===== src/rtl/lt_pkg.sv =====
package lt_pkg;

    localparam int LANES_MAX  = 4;
    localparam int STAT_BYTES = 6;
    localparam int STAT_W     = STAT_BYTES * 8;

    // sink register addresses (decoded by the sink)
    localparam int ADR_CAP_RATE = 'h001;
    localparam int ADR_PATTERN  = 'h102;
    localparam int ADR_LANE0    = 'h103;
    localparam int ADR_STATUS   = 'h202;

    localparam logic [7:0] RATE_LOW  = 8'h06;
    localparam logic [7:0] RATE_HIGH = 8'h0A;

    typedef enum logic [1:0] {
        FAIL_NONE   = 2'd0,
        FAIL_CAPS   = 2'd1,
        FAIL_CLKREC = 2'd2,
        FAIL_EQUAL  = 2'd3
    } fail_e;

    typedef struct packed {
        logic [1:0] rsvd;
        logic       pre_max;
        logic [1:0] pre;
        logic       sw_max;
        logic [1:0] sw;
    } drive_t;

    function automatic logic rate_ok(input logic [7:0] code);
        return (code == RATE_LOW) || (code == RATE_HIGH);
    endfunction

    function automatic logic [2:0] clamp_lanes(input logic [2:0] n);
        if (n == 3'd0)
            return 3'd1;
        else if (n > 3'd4)
            return 3'd4;
        return n;
    endfunction

    function automatic drive_t make_drive(input logic [1:0] sw, input logic [1:0] pre);
        drive_t d;
        d.rsvd    = 2'b00;
        d.sw      = sw;
        d.pre     = pre;
        d.sw_max  = (sw == 2'd3);
        d.pre_max = (pre == 2'd3);
        return d;
    endfunction

endpackage


===== src/rtl/lt_xfer.sv =====
module lt_xfer #(
    parameter int ADDR_W = 20
) (
    input  logic              clk,
    input  logic              rst,
    input  logic              go,
    input  logic              we,
    input  logic [ADDR_W-1:0] base,
    input  logic [2:0]        len,
    input  logic [7:0]        wdata,
    output logic              fin,
    output logic              rd_strobe,
    output logic [2:0]        rd_idx,
    output logic [7:0]        rd_data,
    output logic              sink_req,
    output logic              sink_we,
    output logic [ADDR_W-1:0] sink_addr,
    output logic [7:0]        sink_wdata,
    input  logic              sink_ack,
    input  logic [7:0]        sink_rdata
);

    logic              active;
    logic [2:0]        idx;
    logic [2:0]        last;
    logic              we_q;
    logic [ADDR_W-1:0] base_q;
    logic [7:0]        wd_q;

    always_ff @(posedge clk) begin
        if (rst) begin
            active <= 1'b0;
            idx    <= '0;
            last   <= '0;
            we_q   <= 1'b0;
            base_q <= '0;
            wd_q   <= '0;
        end else if (!active && go) begin
            active <= 1'b1;
            idx    <= '0;
            last   <= len - 3'd1;
            we_q   <= we;
            base_q <= base;
            wd_q   <= wdata;
        end else if (active && sink_ack) begin
            if (idx == last)
                active <= 1'b0;
            else
                idx <= idx + 3'd1;
        end
    end

    assign fin        = active && sink_ack && (idx == last);
    assign rd_strobe  = active && sink_ack && !we_q;
    assign rd_idx     = idx;
    assign rd_data    = sink_rdata;
    assign sink_req   = active;
    assign sink_we    = we_q;
    assign sink_addr  = base_q + ADDR_W'(idx);
    assign sink_wdata = wd_q;

    AST_REQ_HOLD: assert property (@(posedge clk) disable iff (rst)
        (sink_req && !sink_ack) |=> (sink_req && $stable(sink_addr) && $stable(sink_we) && $stable(sink_wdata)))
        else $error("request dropped or changed before acknowledge");

endmodule


===== src/rtl/lt_wait.sv =====
module lt_wait #(
    parameter int W = 18
) (
    input  logic         clk,
    input  logic         rst,
    input  logic         go,
    input  logic [W-1:0] val,
    output logic         fin
);

    logic         running;
    logic [W-1:0] cnt;

    always_ff @(posedge clk) begin
        if (rst) begin
            running <= 1'b0;
            cnt     <= '0;
        end else if (go) begin
            running <= 1'b1;
            cnt     <= val;
        end else if (running) begin
            if (cnt == '0)
                running <= 1'b0;
            else
                cnt <= cnt - 1'b1;
        end
    end

    assign fin = running && (cnt == '0);

endmodule


===== src/rtl/lt_eval.sv =====
module lt_eval
    import lt_pkg::*;
(
    input  logic [STAT_W-1:0] stat,
    input  logic [2:0]        lanes,
    output logic              cr_ok,
    output logic              eq_ok,
    output drive_t            nxt
);

    logic [3:0] nib [LANES_MAX];
    logic [3:0] req [LANES_MAX];

    for (genvar n = 0; n < LANES_MAX; n++) begin : g_lane
        assign nib[n] = stat[(n / 2) * 8 + (n % 2) * 4 +: 4];
        assign req[n] = stat[(4 + n / 2) * 8 + (n % 2) * 4 +: 4];
    end

    always_comb begin
        logic [1:0] sw_m;
        logic [1:0] pre_m;
        cr_ok = 1'b1;
        eq_ok = stat[16];
        sw_m  = 2'd0;
        pre_m = 2'd0;
        for (int n = 0; n < LANES_MAX; n++) begin
            if (3'(n) < lanes) begin
                if (!nib[n][0])
                    cr_ok = 1'b0;
                if (nib[n][2:0] != 3'b111)
                    eq_ok = 1'b0;
                if (req[n][1:0] > sw_m)
                    sw_m = req[n][1:0];
                if (req[n][3:2] > pre_m)
                    pre_m = req[n][3:2];
            end
        end
        nxt = make_drive(sw_m, pre_m);
    end

endmodule


===== src/rtl/lt_train_ctrl.sv =====
module lt_train_ctrl
    import lt_pkg::*;
#(
    parameter int ADDR_W   = 20,
    parameter int CR_WAIT  = 200000,
    parameter int EQ_WAIT  = 80000,
    parameter int CR_LIMIT = 5,
    parameter int EQ_LIMIT = 5
) (
    input  logic              clk,
    input  logic              rst,
    input  logic              start,
    input  logic [2:0]        lane_cnt,
    output logic              sink_req,
    output logic              sink_we,
    output logic [ADDR_W-1:0] sink_addr,
    output logic [7:0]        sink_wdata,
    input  logic              sink_ack,
    input  logic [7:0]        sink_rdata,
    output logic [1:0]        train_pat,
    output logic [31:0]       lane_drive,
    output logic              done,
    output logic [1:0]        fail_code
);

    localparam int WAIT_MAX = (CR_WAIT > EQ_WAIT) ? CR_WAIT : EQ_WAIT;
    localparam int WAIT_W   = $clog2(WAIT_MAX + 1);

    typedef enum logic [3:0] {
        S_IDLE, S_CAP, S_CAPCHK,
        S_CR_PAT, S_CR_LANE, S_CR_WAIT, S_CR_STAT, S_CR_EVAL,
        S_EQ_PAT, S_EQ_LANE, S_EQ_WAIT, S_EQ_STAT, S_EQ_EVAL,
        S_OFF, S_DONE
    } state_e;

    state_e            state;
    logic              fresh;
    logic [2:0]        lanes_q;
    drive_t            drive_q;
    logic [STAT_W-1:0] stat_q;
    logic [1:0]        pat_q;
    logic              done_q;
    fail_e             fail_q;
    logic [1:0]        prev_sw;
    logic              prev_vld;
    logic [2:0]        cr_tries;
    logic [2:0]        eq_iter;

    logic              x_go, x_we, x_fin, x_rd;
    logic [ADDR_W-1:0] x_base;
    logic [2:0]        x_len, x_idx;
    logic [7:0]        x_wdata, x_rdata;
    logic              t_go, t_fin;
    logic [WAIT_W-1:0] t_val;
    logic              cr_ok, eq_ok;
    drive_t            nxt;

    // transfer and wait launch for the current state
    always_comb begin
        x_go    = 1'b0;
        x_we    = 1'b0;
        x_base  = ADDR_W'(ADR_STATUS);
        x_len   = 3'(STAT_BYTES);
        x_wdata = 8'h00;
        t_go    = 1'b0;
        t_val   = WAIT_W'(CR_WAIT);
        unique case (state)
            S_CAP: begin
                x_go   = fresh;
                x_base = ADDR_W'(ADR_CAP_RATE);
                x_len  = 3'd2;
            end
            S_CR_PAT, S_EQ_PAT, S_OFF: begin
                x_go    = fresh;
                x_we    = 1'b1;
                x_base  = ADDR_W'(ADR_PATTERN);
                x_len   = 3'd1;
                x_wdata = {6'd0, pat_q};
            end
            S_CR_LANE, S_EQ_LANE: begin
                x_go    = fresh;
                x_we    = 1'b1;
                x_base  = ADDR_W'(ADR_LANE0);
                x_len   = lanes_q;
                x_wdata = drive_q;
            end
            S_CR_STAT, S_EQ_STAT: x_go = fresh;
            S_CR_WAIT: t_go = fresh;
            S_EQ_WAIT: begin
                t_go  = fresh;
                t_val = WAIT_W'(EQ_WAIT);
            end
            default: ;
        endcase
    end

    lt_xfer #(.ADDR_W(ADDR_W)) u_xfer (
        .clk(clk), .rst(rst), .go(x_go), .we(x_we), .base(x_base), .len(x_len),
        .wdata(x_wdata), .fin(x_fin), .rd_strobe(x_rd), .rd_idx(x_idx), .rd_data(x_rdata),
        .sink_req(sink_req), .sink_we(sink_we), .sink_addr(sink_addr),
        .sink_wdata(sink_wdata), .sink_ack(sink_ack), .sink_rdata(sink_rdata)
    );

    lt_wait #(.W(WAIT_W)) u_wait (
        .clk(clk), .rst(rst), .go(t_go), .val(t_val), .fin(t_fin)
    );

    lt_eval u_eval (
        .stat(stat_q), .lanes(lanes_q), .cr_ok(cr_ok), .eq_ok(eq_ok), .nxt(nxt)
    );

    always_ff @(posedge clk) begin
        if (rst) begin
            state    <= S_IDLE;
            fresh    <= 1'b0;
            lanes_q  <= 3'd1;
            drive_q  <= '0;
            stat_q   <= '0;
            pat_q    <= 2'd0;
            done_q   <= 1'b0;
            fail_q   <= FAIL_NONE;
            prev_sw  <= 2'd0;
            prev_vld <= 1'b0;
            cr_tries <= '0;
            eq_iter  <= '0;
        end else begin
            fresh <= 1'b0;
            if (x_rd)
                stat_q[x_idx*8 +: 8] <= x_rdata;
            unique case (state)
                S_IDLE, S_DONE: if (start) begin
                    state   <= S_CAP;
                    fresh   <= 1'b1;
                    lanes_q <= clamp_lanes(lane_cnt);
                    done_q  <= 1'b0;
                    fail_q  <= FAIL_NONE;
                end
                S_CAP: if (x_fin) begin
                    state <= S_CAPCHK;
                    fresh <= 1'b1;
                end
                S_CAPCHK: begin
                    fresh <= 1'b1;
                    if (rate_ok(stat_q[7:0]) && (stat_q[12:8] != 5'd0)) begin
                        state    <= S_CR_PAT;
                        pat_q    <= 2'd1;
                        drive_q  <= '0;
                        prev_vld <= 1'b0;
                        cr_tries <= '0;
                    end else begin
                        state  <= S_DONE;
                        fail_q <= FAIL_CAPS;
                        done_q <= 1'b1;
                    end
                end
                S_CR_PAT, S_CR_LANE, S_CR_STAT, S_EQ_PAT, S_EQ_LANE, S_EQ_STAT: if (x_fin) begin
                    fresh <= 1'b1;
                    unique case (state)
                        S_CR_PAT:  state <= S_CR_LANE;
                        S_CR_LANE: state <= S_CR_WAIT;
                        S_CR_STAT: state <= S_CR_EVAL;
                        S_EQ_PAT:  state <= S_EQ_LANE;
                        S_EQ_LANE: state <= S_EQ_WAIT;
                        default:   state <= S_EQ_EVAL;
                    endcase
                end
                S_CR_WAIT: if (t_fin) begin
                    state <= S_CR_STAT;
                    fresh <= 1'b1;
                end
                S_EQ_WAIT: if (t_fin) begin
                    state <= S_EQ_STAT;
                    fresh <= 1'b1;
                end
                S_CR_EVAL: begin
                    fresh <= 1'b1;
                    if (cr_ok) begin
                        state   <= S_EQ_PAT;
                        pat_q   <= 2'd2;
                        eq_iter <= '0;
                    end else if (drive_q.sw_max) begin
                        state  <= S_OFF;
                        pat_q  <= 2'd0;
                        fail_q <= FAIL_CLKREC;
                    end else if (prev_vld && (drive_q.sw == prev_sw)
                                 && (cr_tries == 3'(CR_LIMIT - 1))) begin
                        state  <= S_OFF;
                        pat_q  <= 2'd0;
                        fail_q <= FAIL_CLKREC;
                    end else begin
                        state    <= S_CR_LANE;
                        cr_tries <= (prev_vld && (drive_q.sw == prev_sw)) ? cr_tries + 3'd1 : 3'd0;
                        prev_sw  <= drive_q.sw;
                        prev_vld <= 1'b1;
                        drive_q  <= nxt;
                    end
                end
                S_EQ_EVAL: begin
                    fresh <= 1'b1;
                    if (eq_ok) begin
                        state  <= S_OFF;
                        pat_q  <= 2'd0;
                        fail_q <= FAIL_NONE;
                    end else if (eq_iter == 3'(EQ_LIMIT - 1)) begin
                        state  <= S_OFF;
                        pat_q  <= 2'd0;
                        fail_q <= FAIL_EQUAL;
                    end else begin
                        state   <= S_EQ_LANE;
                        eq_iter <= eq_iter + 3'd1;
                        drive_q <= nxt;
                    end
                end
                S_OFF: if (x_fin) begin
                    state  <= S_DONE;
                    fresh  <= 1'b1;
                    done_q <= 1'b1;
                end
                default: state <= S_IDLE;
            endcase
        end
    end

    assign train_pat  = pat_q;
    assign lane_drive = {4{drive_q}};
    assign done       = done_q;
    assign fail_code  = fail_q;

    AST_DONE_QUIET: assert property (@(posedge clk) disable iff (rst)
        done |-> !sink_req)
        else $error("sink access while done");
    AST_CR_PATTERN: assert property (@(posedge clk) disable iff (rst)
        (state inside {S_CR_LANE, S_CR_WAIT, S_CR_STAT, S_CR_EVAL}) |-> (train_pat == 2'd1))
        else $error("wrong pattern during clock recovery");
    AST_CR_REPEATS: assert property (@(posedge clk) disable iff (rst)
        cr_tries < 3'(CR_LIMIT))
        else $error("repeat count passed its limit");
    AST_EQ_ROUNDS: assert property (@(posedge clk) disable iff (rst)
        eq_iter < 3'(EQ_LIMIT))
        else $error("equalisation iteration count passed its limit");
    AST_SWING_FLAG: assert property (@(posedge clk) disable iff (rst)
        (lane_drive[1:0] == 2'd3) |-> lane_drive[2])
        else $error("max-swing flag missing");
    AST_PRE_FLAG: assert property (@(posedge clk) disable iff (rst)
        (lane_drive[4:3] == 2'd3) |-> lane_drive[5])
        else $error("max-pre-emphasis flag missing");
    AST_SAME_LANES: assert property (@(posedge clk) disable iff (rst)
        (lane_drive[15:8] == lane_drive[7:0]) && (lane_drive[31:24] == lane_drive[7:0]))
        else $error("lane settings differ");

endmodule


===== config.mk =====
export PLATFORM = sky130hd
export DESIGN_NAME = lt_train_ctrl
export DESIGN_NICKNAME = d
export VERILOG_FILES = /design/src/rtl/lt_pkg.sv /design/src/rtl/lt_xfer.sv /design/src/rtl/lt_wait.sv /design/src/rtl/lt_eval.sv /design/src/rtl/lt_train_ctrl.sv
export SDC_FILE = /design/constraint.sdc
export NUM_CORES = 1
export LEC_CHECK = 0
export ABC_AREA = 1
export BUFFER_PORTS_ARGS = -buffer_cell sky130_fd_sc_hd__buf_2
export CELL_PAD_IN_SITES_DETAIL_PLACEMENT = 0
export CELL_PAD_IN_SITES_GLOBAL_PLACEMENT = 1
export CORE_UTILIZATION = 37
export DETAILED_ROUTE_END_ITERATION = 10
export PLACE_DENSITY = 0.79
export SYNTH_ARGS = -nofsm -noshare
export SYNTH_HDL_FRONTEND = slang
export SYNTH_SLANG_ARGS = --single-unit

===== constraint.sdc =====
create_clock -name clk -period 2.9 [get_ports clk]
set_input_delay 0.435 -clock clk [delete_from_list [all_inputs] [get_ports clk]]
set_output_delay 0.435 -clock clk [all_outputs]
set_load 0.02 [all_outputs]

==> flow_summary.ini <==
[clocking]
root_buffer = clkbuf_16
clock_sinks = 98
cts_buffer_depth = 2
cts-htree-levels = 3
clock_latency_ns = 0.36
cts-hold-fix-buffers = 0
cts_tree = done
cts_buffers = 9
clk_pin_slew_worst_paths_ns = 0.07

[cells_and_area]
mostFrequentLayoutCells = nand2_1, inv_1, dfxtp_1, nor2_1, a21oi_1
nets = 982
nFillCells = 1642
regArea_sq_um = 1960
syn2layout_area_growth_pct = 16.5
multi_input_area_sq_um = 3360
postLayoutCoreUtil_pct = 44.9
n_antenna_cell = 0
mostFrequentLayoutCell = nand2_1
fin_area_sq_um = 6930
finalNonFillerCells = 1152
drive_above_1_share_pct = 19.2

[place]
port_buffers = 59
placedCellCount = 1121
placedInstanceArea_sq_um = 6380
post-place-ws_ns = -0.239
place_hpwl_mm = 11.7
gp_congestion = 0.865

[timing]
fmax_mhz = 327
setup_slack_ns = -0.154
hold_viol = 0
fin_skew_ns = 0.00777
min_period_ns = 3.05
fin_crit_sh_pct = 105
drv_slew = 0
grt_setup_unrepaired = yes
finalSetupViolCount = 2
setup_tns_ns = -0.306

[floorplanning]
dieWidth_microns = 129
row_count = 45
die_y_microns = 129
start_util_pct = 38.6
die_area_sq_um = 16600
io_pins = 82
core_sq_um = 15400

[power_and_ir_drop]
power_leakage_nw = 3.39
p_comb_share_pct = 37.4
p_per_area_nw_per_um2 = 649
power.share.clock_pct = 28.0
p_int_w = 0.00270
swShare_pct = 39.9
power_switching_w = 0.00180
worst_ir_drop_vdd_v = 0.000306
power_frac_seq_pct = 34.5

[synthesis]
avgSynthCellArea_sq_um = 6.87
synth_fa_ha_area_share_pct = 6.64
synth_cell_type_count = 48
synth-simple-area-share_pct = 29.7
ys_seq_elements = 98
synth_compound_area_share_pct = 15.1
muxShareOfSynthArea_pct = 0
synth-seq-area-share_pct = 33.0
synth-xor-area-share_pct = 1.47
synth_cells = 866
synth_top_family_by_area = simple AND/OR/NAND/NOR gates
syn_area_sq_um = 5950
synth_warnings = 0

[worst_setup_path]
cp-start-kind = flip-flop
worst-path-buf-inv = 3
worstSetupEndpointType = flip-flop
crit_family = simple AND/OR/NAND/NOR gates
required_ns = 3.19
arrival_ns = 3.34
crit_slowest_cell = dfxtp_2
crit_type = flip-flop to flip-flop
path_max_fanout = 4
cp_common_cell = nor2_1
critPathMaxStageDelay_ns = 0.34

[route]
antenna_left = 0
wirelength_mm = 15.6
post_drt_via_cell_ratio = 4.83
drt-initial-drc-count = 259
first_pass_iters = 5
wl_per_cell_microns = 13.6
drc = 0
vias = 5561

[global_routing]
track_usage_pct = 19.7
grt_pass1_wl_mm = 25.5
grt_pass1_vias = 5029
grt_overflow_total = 0
grt_max_degree = 43
antenna_found_initial = 0

[worst_hold_path]
min_path_type = primary input to flip-flop

[run]
drv_cap = 0

[status]
outcome = complete, but fails checks
failed_checks = negative setup slack
-- final cells by class --
cell class	instances	area share (%)
Multi-Input combinational cell	614	48.5
Sequential cell	98	28.3
Timing Repair Buffer	98	8.72
Inverter	115	6.26
Tap cell	211	3.81
Clock buffer	10	3.45
Clock inverter	6	0.938
-- repair_timing --
action                                  in CTS  in global routing
gates resized for setup                     14                 18
pin swaps                                    5                 13
buffers inserted                            12                  3
endpoints found under the setup margin       4                  4
-- per-stage QoR --
step	power, W	hold WS [ns]
3_3_place_gp	0.00319	0.423
5_1_grt	0.00479	0.394
2_1_floorplan	0.00271	0.430
6_report	0.00450	0.376
4_1_cts	0.00450	0.367
3_5_place_dp	0.00319	0.426
-- state kept, by name, summed over array words and instances, names as in the netlist, 4 cells and up --
| register | count |
|---|---|
| stat_q | 32 |
| u_wait.cnt | 18 |
| u_xfer.sink_wdata | 7 |
| lane_drive | 6 |
| state | 4 |
| u_xfer.base_q | 4 |
-- routing by layer --
layer / global-route usage, % / share of wire (%) / routed length, microns
met1: 27.9 / 51 / 7990
met2: 29.5 / 42 / 6610
met3: 3.66 / 5.2 / 813
met4: 7.13 / 1.4 / 218
met5: 0 / 0 / 0
-- cell families (layout without fill, tap and decap cells) --
family | count (synthesis) | after routing
and+or+nand+nor | 382 | 382
buffers and inverters | 175 | 229
AOI/OAI and AO/OA | 169 | 169
DFF | 98 | 98
adders and majority gates | 31 | 31
xor gates and xnor gates | 10 | 10
other | 1 | 22
-- path summary, 6_finish.rpt --
path	cells past startpoint	endpoint	start	slack [ns]
setup / recovery	26	lane_drive[2]	lanes_q[1]	-0.15
hold / removal	3	stat_q[43]	sink_rdata[3]	0.38
setup reg to reg	26	lane_drive[2]	lanes_q[1]	-0.15
hold reg to reg	2	u_xfer.sink_wdata[6]	u_xfer.sink_wdata[6]	0.43
-- worst register-to-register path: cells and delay by family (launching register included) --
kind / cells / cell delay, ns
fa+ha+maj: 3 / 0.83
flops: 1 / 0.34
compound gates: 2 / 0.17
simple gates: 18 / 1.51
buf+inv: 3 / 0.15
-- synth_stat cells (all sizes together) --
cell type  number  share of area [%]
and3            1               0.11
o21ai          72                6.1
o21bai          3               0.38
o211ai          2               0.25
o31ai           1               0.13
ha             30                6.3
xor2            4               0.59
nand4          12                1.5
fa              1               0.34
o21a            2               0.25
buf            51                6.2
and2            1               0.11
dfxtp          98                 33
conb            1              0.063
nor3           14                1.3
a21oi          78                6.6
a211oi          5               0.63
a31oi           1               0.11
nand2         180                 12
xnor2           6               0.88
nand3          74                6.6
o221ai          2               0.29
nor4            3               0.32
nor3b           1               0.13
a21boi          1               0.13
nand3b          2               0.25
o22ai           2               0.21
or2             6               0.63
nor2           88                6.6
clkbuf          9               0.57
inv           115                7.3
-- power by group through the flow --
stage,clock [W],combinational (W),sequential [W]
final,0.00126,0.00168,0.00155
after global placement,0,0.00161,0.00158
after CTS,0.00129,0.00166,0.00155
after detailed placement,0,0.00161,0.00158
after global routing,0.00134,0.00189,0.00157
after floorplan,0,0.00112,0.00159
No activity file was read; power rests on OpenSTA's default activity.
